### src/rtl/keyvault_pkg.sv
package keyvault_pkg;

    localparam int CODE_W = 4;

    typedef enum logic [3:0] {
        OP_NONE     = 4'd0,
        OP_LOAD_SK  = 4'd1,
        OP_GEN_SK   = 4'd2,
        OP_AUTH     = 4'd3,
        OP_ENCRYPT  = 4'd4
    } op_e;

    typedef enum logic [1:0] {
        KS_NONE  = 2'd0,
        KS_UNWRAP = 2'd1,
        KS_FPRINT = 2'd2,
        KS_SESS  = 2'd3
    } ksel_e;

    typedef enum logic {
        DS_OPND = 1'b0,
        DS_SESS = 1'b1
    } dsel_e;

    typedef struct packed {
        logic  illegal;
        logic  match;
        logic  done;
        logic  busy;
    } status_t;

    typedef struct packed {
        logic  legal;
        op_e   op;
        logic  decrypt;
        ksel_e ksel;
        dsel_e dsel;
    } dec_t;

    function automatic dec_t decode_op(logic [CODE_W-1:0] code,
                                       logic unwrap_v, logic fprint_v,
                                       logic sess_v, logic authed);
        dec_t d;
        d = '{legal: 1'b0, op: OP_NONE, decrypt: 1'b0, ksel: KS_NONE, dsel: DS_OPND};
        case (code)
            4'd1: d = '{legal: unwrap_v, op: OP_LOAD_SK, decrypt: 1'b1,
                        ksel: KS_UNWRAP, dsel: DS_OPND};
            4'd2: d = '{legal: unwrap_v, op: OP_GEN_SK, decrypt: 1'b1,
                        ksel: KS_UNWRAP, dsel: DS_OPND};
            4'd3: d = '{legal: fprint_v && sess_v, op: OP_AUTH, decrypt: 1'b0,
                        ksel: KS_FPRINT, dsel: DS_SESS};
            4'd4: d = '{legal: sess_v && authed, op: OP_ENCRYPT, decrypt: 1'b0,
                        ksel: KS_SESS, dsel: DS_OPND};
            default: d.legal = 1'b0;
        endcase
        return d;
    endfunction

endpackage

### src/rtl/kv_key_store.sv
module kv_key_store
    import keyvault_pkg::*;
#(
    parameter int KEY_W = 128
) (
    input  logic             clk,
    input  logic             rst,
    input  logic             mk_we,
    input  logic             mk_sel,
    input  logic [KEY_W-1:0] mk_wdata,
    input  logic             sk_we,
    input  logic [KEY_W-1:0] sk_wdata,
    input  logic             key_en,
    input  ksel_e            ksel,
    output logic [KEY_W-1:0] key_bus,
    output logic [KEY_W-1:0] sess_bus,
    output logic             unwrap_v,
    output logic             fprint_v,
    output logic             sess_v
);
    logic [KEY_W-1:0] unwrap_q, fprint_q, sess_q;

    always_ff @(posedge clk) begin
        if (rst) begin
            unwrap_q <= '0;
            fprint_q <= '0;
            sess_q   <= '0;
            unwrap_v <= 1'b0;
            fprint_v <= 1'b0;
            sess_v   <= 1'b0;
        end else begin
            if (mk_we && !mk_sel) begin
                unwrap_q <= mk_wdata;
                unwrap_v <= 1'b1;
            end
            if (mk_we && mk_sel) begin
                fprint_q <= mk_wdata;
                fprint_v <= 1'b1;
            end
            if (sk_we) begin
                sess_q <= sk_wdata;
                sess_v <= 1'b1;
            end
        end
    end

    // Key operand is driven only while a request is live; no selection
    // outside the loaded keys is ever requested by the sequencer.
    always_comb begin
        key_bus = '0;
        if (key_en) begin
            case (ksel)
                KS_UNWRAP: key_bus = unwrap_q;
                KS_FPRINT: key_bus = fprint_q;
                KS_SESS:   key_bus = sess_q;
                default:   key_bus = '0;
            endcase
        end
    end

    assign sess_bus = sess_q;

endmodule

### src/rtl/kv_fp_cmp.sv
module kv_fp_cmp #(
    parameter int W = 128
) (
    input  logic [W-1:0] computed,
    input  logic [W-1:0] expected,
    output logic         equal
);
    assign equal = (computed == expected);
endmodule

### src/rtl/kv_seq.sv
module kv_seq
    import keyvault_pkg::*;
#(
    parameter int W = 128
) (
    input  logic              clk,
    input  logic              rst,
    input  logic              instr_valid,
    input  logic [CODE_W-1:0] instr_code,
    input  logic [W-1:0]      host_din,
    input  logic [W-1:0]      rng_word,
    input  logic              unwrap_v,
    input  logic              fprint_v,
    input  logic              sess_v,
    input  logic              eng_done,
    input  logic [W-1:0]      eng_result,
    input  logic              fp_equal,
    output logic              run,
    output logic              dec_mode,
    output ksel_e             ksel,
    output dsel_e             dsel,
    output logic [W-1:0]      opnd,
    output logic              sk_we,
    output logic [W-1:0]      host_dout,
    output status_t           status
);
    op_e   op_q;
    logic  done_q, match_q, illegal_q;
    logic  accept;
    dec_t  dec;

    assign accept = instr_valid && !run;
    assign dec    = decode_op(instr_code, unwrap_v, fprint_v, sess_v, match_q);

    always_ff @(posedge clk) begin
        if (rst) begin
            run       <= 1'b0;
            op_q      <= OP_NONE;
            dec_mode  <= 1'b0;
            ksel      <= KS_NONE;
            dsel      <= DS_OPND;
            opnd      <= '0;
            host_dout <= '0;
            done_q    <= 1'b0;
            match_q   <= 1'b0;
            illegal_q <= 1'b0;
        end else if (accept) begin
            done_q    <= 1'b0;
            illegal_q <= !dec.legal;
            if (dec.legal) begin
                run      <= 1'b1;
                op_q     <= dec.op;
                dec_mode <= dec.decrypt;
                ksel     <= dec.ksel;
                dsel     <= dec.dsel;
                opnd     <= (dec.op == OP_GEN_SK) ? rng_word : host_din;
                if (dec.op == OP_GEN_SK)
                    host_dout <= rng_word;
                if (dec.op == OP_LOAD_SK || dec.op == OP_GEN_SK)
                    match_q <= 1'b0;
            end
        end else if (run && eng_done) begin
            run    <= 1'b0;
            done_q <= 1'b1;
            ksel   <= KS_NONE;
            if (!dec_mode)
                host_dout <= eng_result;
            if (op_q == OP_AUTH)
                match_q <= fp_equal;
        end
    end

    assign sk_we  = run && eng_done && dec_mode;
    assign status = '{illegal: illegal_q, match: match_q, done: done_q, busy: run};

endmodule

### src/rtl/keyvault_ctrl.sv
module keyvault_ctrl
    import keyvault_pkg::*;
#(
    parameter int W = 128
) (
    input  logic              clk,
    input  logic              rst,
    input  logic              mk_load,
    input  logic              mk_sel,
    input  logic [W-1:0]      mk_data,
    input  logic              instr_valid,
    input  logic [CODE_W-1:0] instr_code,
    input  logic [W-1:0]      host_din,
    input  logic [W-1:0]      rng_word,
    output logic [W-1:0]      host_dout,
    output logic [3:0]        status,
    output logic              eng_req,
    output logic              eng_decrypt,
    output logic [W-1:0]      eng_data,
    output logic [W-1:0]      eng_key,
    input  logic              eng_done,
    input  logic [W-1:0]      eng_result
);
    logic        run, dec_mode, sk_we, fp_equal;
    logic        unwrap_v, fprint_v, sess_v;
    ksel_e       ksel;
    dsel_e       dsel;
    logic [W-1:0] opnd, sess_bus;
    status_t     st;

    kv_seq #(.W(W)) u_seq (
        .clk(clk), .rst(rst),
        .instr_valid(instr_valid), .instr_code(instr_code),
        .host_din(host_din), .rng_word(rng_word),
        .unwrap_v(unwrap_v), .fprint_v(fprint_v), .sess_v(sess_v),
        .eng_done(eng_done), .eng_result(eng_result), .fp_equal(fp_equal),
        .run(run), .dec_mode(dec_mode), .ksel(ksel), .dsel(dsel),
        .opnd(opnd), .sk_we(sk_we), .host_dout(host_dout), .status(st)
    );

    kv_key_store #(.KEY_W(W)) u_keys (
        .clk(clk), .rst(rst),
        .mk_we(mk_load && !run), .mk_sel(mk_sel), .mk_wdata(mk_data),
        .sk_we(sk_we), .sk_wdata(eng_result),
        .key_en(run), .ksel(ksel),
        .key_bus(eng_key), .sess_bus(sess_bus),
        .unwrap_v(unwrap_v), .fprint_v(fprint_v), .sess_v(sess_v)
    );

    kv_fp_cmp #(.W(W)) u_cmp (
        .computed(eng_result), .expected(opnd), .equal(fp_equal)
    );

    assign eng_req     = run;
    assign eng_decrypt = run && dec_mode;
    assign eng_data    = !run ? '0 : ((dsel == DS_SESS) ? sess_bus : opnd);
    assign status      = st;

endmodule

### config.mk
export PLATFORM = sky130hd
export DESIGN_NAME = keyvault_ctrl
export DESIGN_NICKNAME = d
export VERILOG_FILES = /design/src/rtl/keyvault_pkg.sv /design/src/rtl/kv_key_store.sv /design/src/rtl/kv_fp_cmp.sv /design/src/rtl/kv_seq.sv /design/src/rtl/keyvault_ctrl.sv
export SDC_FILE = /design/constraint.sdc
export NUM_CORES = 2
export LEC_CHECK = 0
export BUFFER_PORTS_ARGS = -buffer_cell sky130_fd_sc_hd__buf_4
export CAP_MARGIN = 10
export CORE_AREA = 4 4 350 352
export DETAILED_ROUTE_END_ITERATION = 16
export DIE_AREA = 0 0 354 356
export PLACE_DENSITY = 0.52
export SLEW_MARGIN = 20
export SYNTH_ARGS = -nofsm -noshare
export SYNTH_HDL_FRONTEND = slang
export SYNTH_SLANG_ARGS = --single-unit
### constraint.sdc
create_clock -name clk -period 3.5 [get_ports clk]
set_clock_uncertainty 0.2 [all_clocks]
set_input_delay 1.05 -clock clk [delete_from_list [all_inputs] [get_ports clk]]
set_output_delay 1.05 -clock clk [all_outputs]
set_load 0.01 [all_outputs]
==> impl_metrics.csv <==
group,metric,value,unit
critical_path,path_cells,"buf_8, buf_16, mux2_2, a22oi_1, nor2b_1, buf_4, buf_4",
die,rows,127,
logic_synthesis,ys_warn_count,0,
grt,grt-ovfl-total,0,
logic_synthesis,yosysTopAreaCellShare,39.8,%
die,core,119000,µm²
sta,fin_crit,3490,ps
layout,multi_input_area,18500,µm²
critical_path,path_buf_inv,4,
layout,nNetsFinal,5538,
detailed_routing,drtIter0Drc,2666,
critical_path,critPathMostFrequentCell,"buf_4",
sta,rsz0062_at_grt,"yes",
pwr,ir_drop,0.301,mV
die,die_width,354,µm
die,start_util,27.6,%
run,cap_viol_max_count,0,
critical_path,critPathKind,"reg2out",
logic_synthesis,syn_inst,4151,
critical_path,startpoint_type,"register",
detailed_routing,via_per_inst,4.89,
critical_path,critPathCapture,"eng_key[61]",
critical_path,crit_fanout,7,
die,dieArea,126000,µm²
pwr,combPwrFrac,11.1,%
die,pin_count,912,
pwr,pwr_density_cell,393,nW/µm²
layout,n_fill_cell,12400,
logic_synthesis,netlist_top_cells_area,"dfxtp_1 40%, mux2i_1 12%, nand2_1 10%",
clock_network,cts_buffer_depth,3,
sta,finalSetupViolCount,0,
logic_synthesis,synth_top_area_cell,"dfxtp_1",
critical_path,critPathLaunch,"u_seq.ksel[0]",
sta,tns,0,ps
logic_synthesis,synth_edf_count,0,
min_path,hold_path.class,"reg2reg",
detailed_routing,dr.pass1.iters,7,
layout,fin_cells,6712,
pwr,internal_power,13400,µW
critical_path,cp_slowest_cell,"dfxtp_4",
logic_synthesis,syn-num-nets,4673,
clock_network,cts_tree,"yes",
critical_path,r2r_slack,860,ps
layout,seq_area,13100,µm²
layout,post-route-util,38.7,%
layout,drive_above_1_share,29.2,%
critical_path,worst-path-stages,7,
critical_path,required,2250,ps
critical_path,timing.rr.start,"u_seq.opnd[117]",
detailed_routing,vias,32800,
sta,maxSlewHeadroom,23.6,%
clock_network,ctsHoldBuffers,0,
grt,grt_max_degree,199,
pwr,p_sw,4750,µW
clock_network,root_buffer,"clkbuf_16",
clock_network,cts.htree.levels,3,
detailed_routing,drc,0,
detailed_routing,postRouteAntennaNets,0,
sta,worst_slew_pin_slew,1150,ps
grt,grt_usage,25.9,%
detailed_routing,avgRoutedWirePerCell,26.0,µm
detailed_routing,totalWireLength,174000,µm
clock_network,clk_pin_slew_worst_paths,60,ps
critical_path,slowest_delay,400,ps
logic_synthesis,async_flop_share,0,%
critical_path,endpoint_kind,"output pin",
critical_path,cp_top_family,"buffers and inverters",
pwr,power.leakage,0.0182,µW
grt,grt_pass1_vias,31900,
pwr,power_switching_share,26.2,%
clock_network,clk_latency,640,ps
logic_synthesis,synth_area,32900,µm²
placed_design,gp_congestion,0.872,
grt,grt_pass1_wl,236000,µm
run_status,status,"complete, no violations",
placed_design,place_hpwl,128000,µm
grt,antenna_found_initial,53,
placed_design,dp_cells,6492,
critical_path,rr_worst_depth,8,
pwr,pwr-share-seq,42.5,%
pwr,pwr-share-clk,46.4,%
layout,final_cell_area,46100,µm²
layout,area_growth_syn_to_layout,40.2,%
placed_design,numPortBuffers,911,
placed_design,dpl-instance-area,42300,µm²
sta,holdWs,250,ps
clock_network,clkSinkCount,654,
logic_synthesis,ys_ff_latch,654,
logic_synthesis,ys_seq_area_share,39.8,%
critical_path,arrival,2240,ps
die,die_height,356,µm
sta,final_max_slew_viol_count,0,
logic_synthesis,synth-main-ff-cell,"dfxtp_1",
sta,finalCritPeriodShare,99.8,%
logic_synthesis,avgSynthCellArea,7.92,µm²
critical_path,r2r_end,"u_seq.match_q",
logic_synthesis,ys_types,42,
sta,max_freq,286,MHz
sta,finalHoldViolations,0,
clock_network,cts_inserted_buffers,82,
## stage by stage
step | worst slack [ps] | total power [µW]
after floorplan | 417 | 8670
after global placement | -114 | 9860
after detailed placement | -105 | 9880
after CTS | -64.6 | 18300
after global routing | -47.2 | 18700
final | 6.51 | 18100
## flip-flops by register name, indices dropped and copies added (netlist names), 2 cells and up
name	flops
u_keys.unwrap_q	128
u_keys.sess_bus	128
u_keys.fprint_q	128
u_seq.host_dout	128
u_seq.op_q	3
u_seq.ksel	2
u_seq.opnd	128
## worst min path at each step
stage / from / depth (start not counted) / endpoint / slack (ps)
finish: u_keys.unwrap_q[101] / 2 / u_keys.unwrap_q[101] / 250
global route: u_keys.fprint_q[35] / 2 / u_keys.fprint_q[35] / 270
CTS: u_keys.unwrap_q[109] / 2 / u_keys.unwrap_q[109] / 250
detailed placement: u_keys.unwrap_q[127] / 2 / u_keys.unwrap_q[127] / 240
global placement: u_keys.fprint_q[120] / 2 / u_keys.fprint_q[120] / 240
floorplan: u_seq.op_q[0] / 2 / u_seq.op_q[0] / 230
## cell usage after synthesis (all sizes together) (21+ instances only)
master	n
nand2	874
dfxtp	654
nor2	635
a21oi	393
mux2i	379
clkbuf	267
nor2b	218
a211oi	134
mux2	128
a22oi	81
buf	76
xor2	64
xnor2	56
o21ai	51
and2	50
nor4	21
## worst min-delay path, cell delays in order (launching register included)
cell,delay [ps]
dfxtp_1,300
nand2_1,50
a21oi_1,50
## kinds of logic after synthesis
kind of cell | after synthesis | share of synthesized area (%)
AO/OA/AOI/OAI | 670 | 12.9
XOR/XNOR | 120 | 3.20
buffers and inverters | 354 | 4.57
flip-flops | 654 | 39.8
multiplexers | 507 | 15.9
AND/OR/NAND/NOR | 1846 | 23.7
## final cells by class
cell class / count / share of cell area (%)
antenna: 31 / 0.168
clock buffer: 118 / 5.25
clock inverter: 19 / 0.374
inverter: 11 / 0.0895
multi-input combinational: 3143 / 40.2
sequential: 654 / 28.4
tap: 1612 / 4.37
timing repair buffer: 1124 / 21.2
## routing by layer
metal	vias to the layer above	track usage (%)	routed length [µm]
met3	260	7.10	13600
met1	15800	31.5	71200
met2	1185	43.2	83300
met4	26	10.5	5960
li1	15600	-	-
met5	-	0	179
## power by group through the flow
stage,logic [µW],clock network (µW),registers (µW)
floorplan,830,0,7840
detailed placement,2010,0,7860
finish,2010,8410,7700
global route,2160,8850,7720
global placement,2000,0,7860
CTS,2030,8600,7700
## cell usage in the layout, fill, tap and decap left out, types with 64 or more instances in the layout
cell / Yosys / routed
mux2i_1: 379 / 378
a21oi_1: 393 / 393
nor2b_1: 218 / 210
nand2_1: 874 / 874
clkbuf_16: 0 / 97
buf_12: 0 / 67
dfxtp_1: 654 / 650
buf_4: 12 / 1022
xor2_1: 64 / 64
mux2_2: 128 / 125
nor2_1: 635 / 634
a211oi_1: 74 / 74
## repair_timing
action,in CTS,in global routing
gates resized for setup,42,44
pin swaps,0,3
endpoints found under the setup margin,113,71
cloned,4,12
buffers inserted,19,18
(Power assumes the default switching activity.)
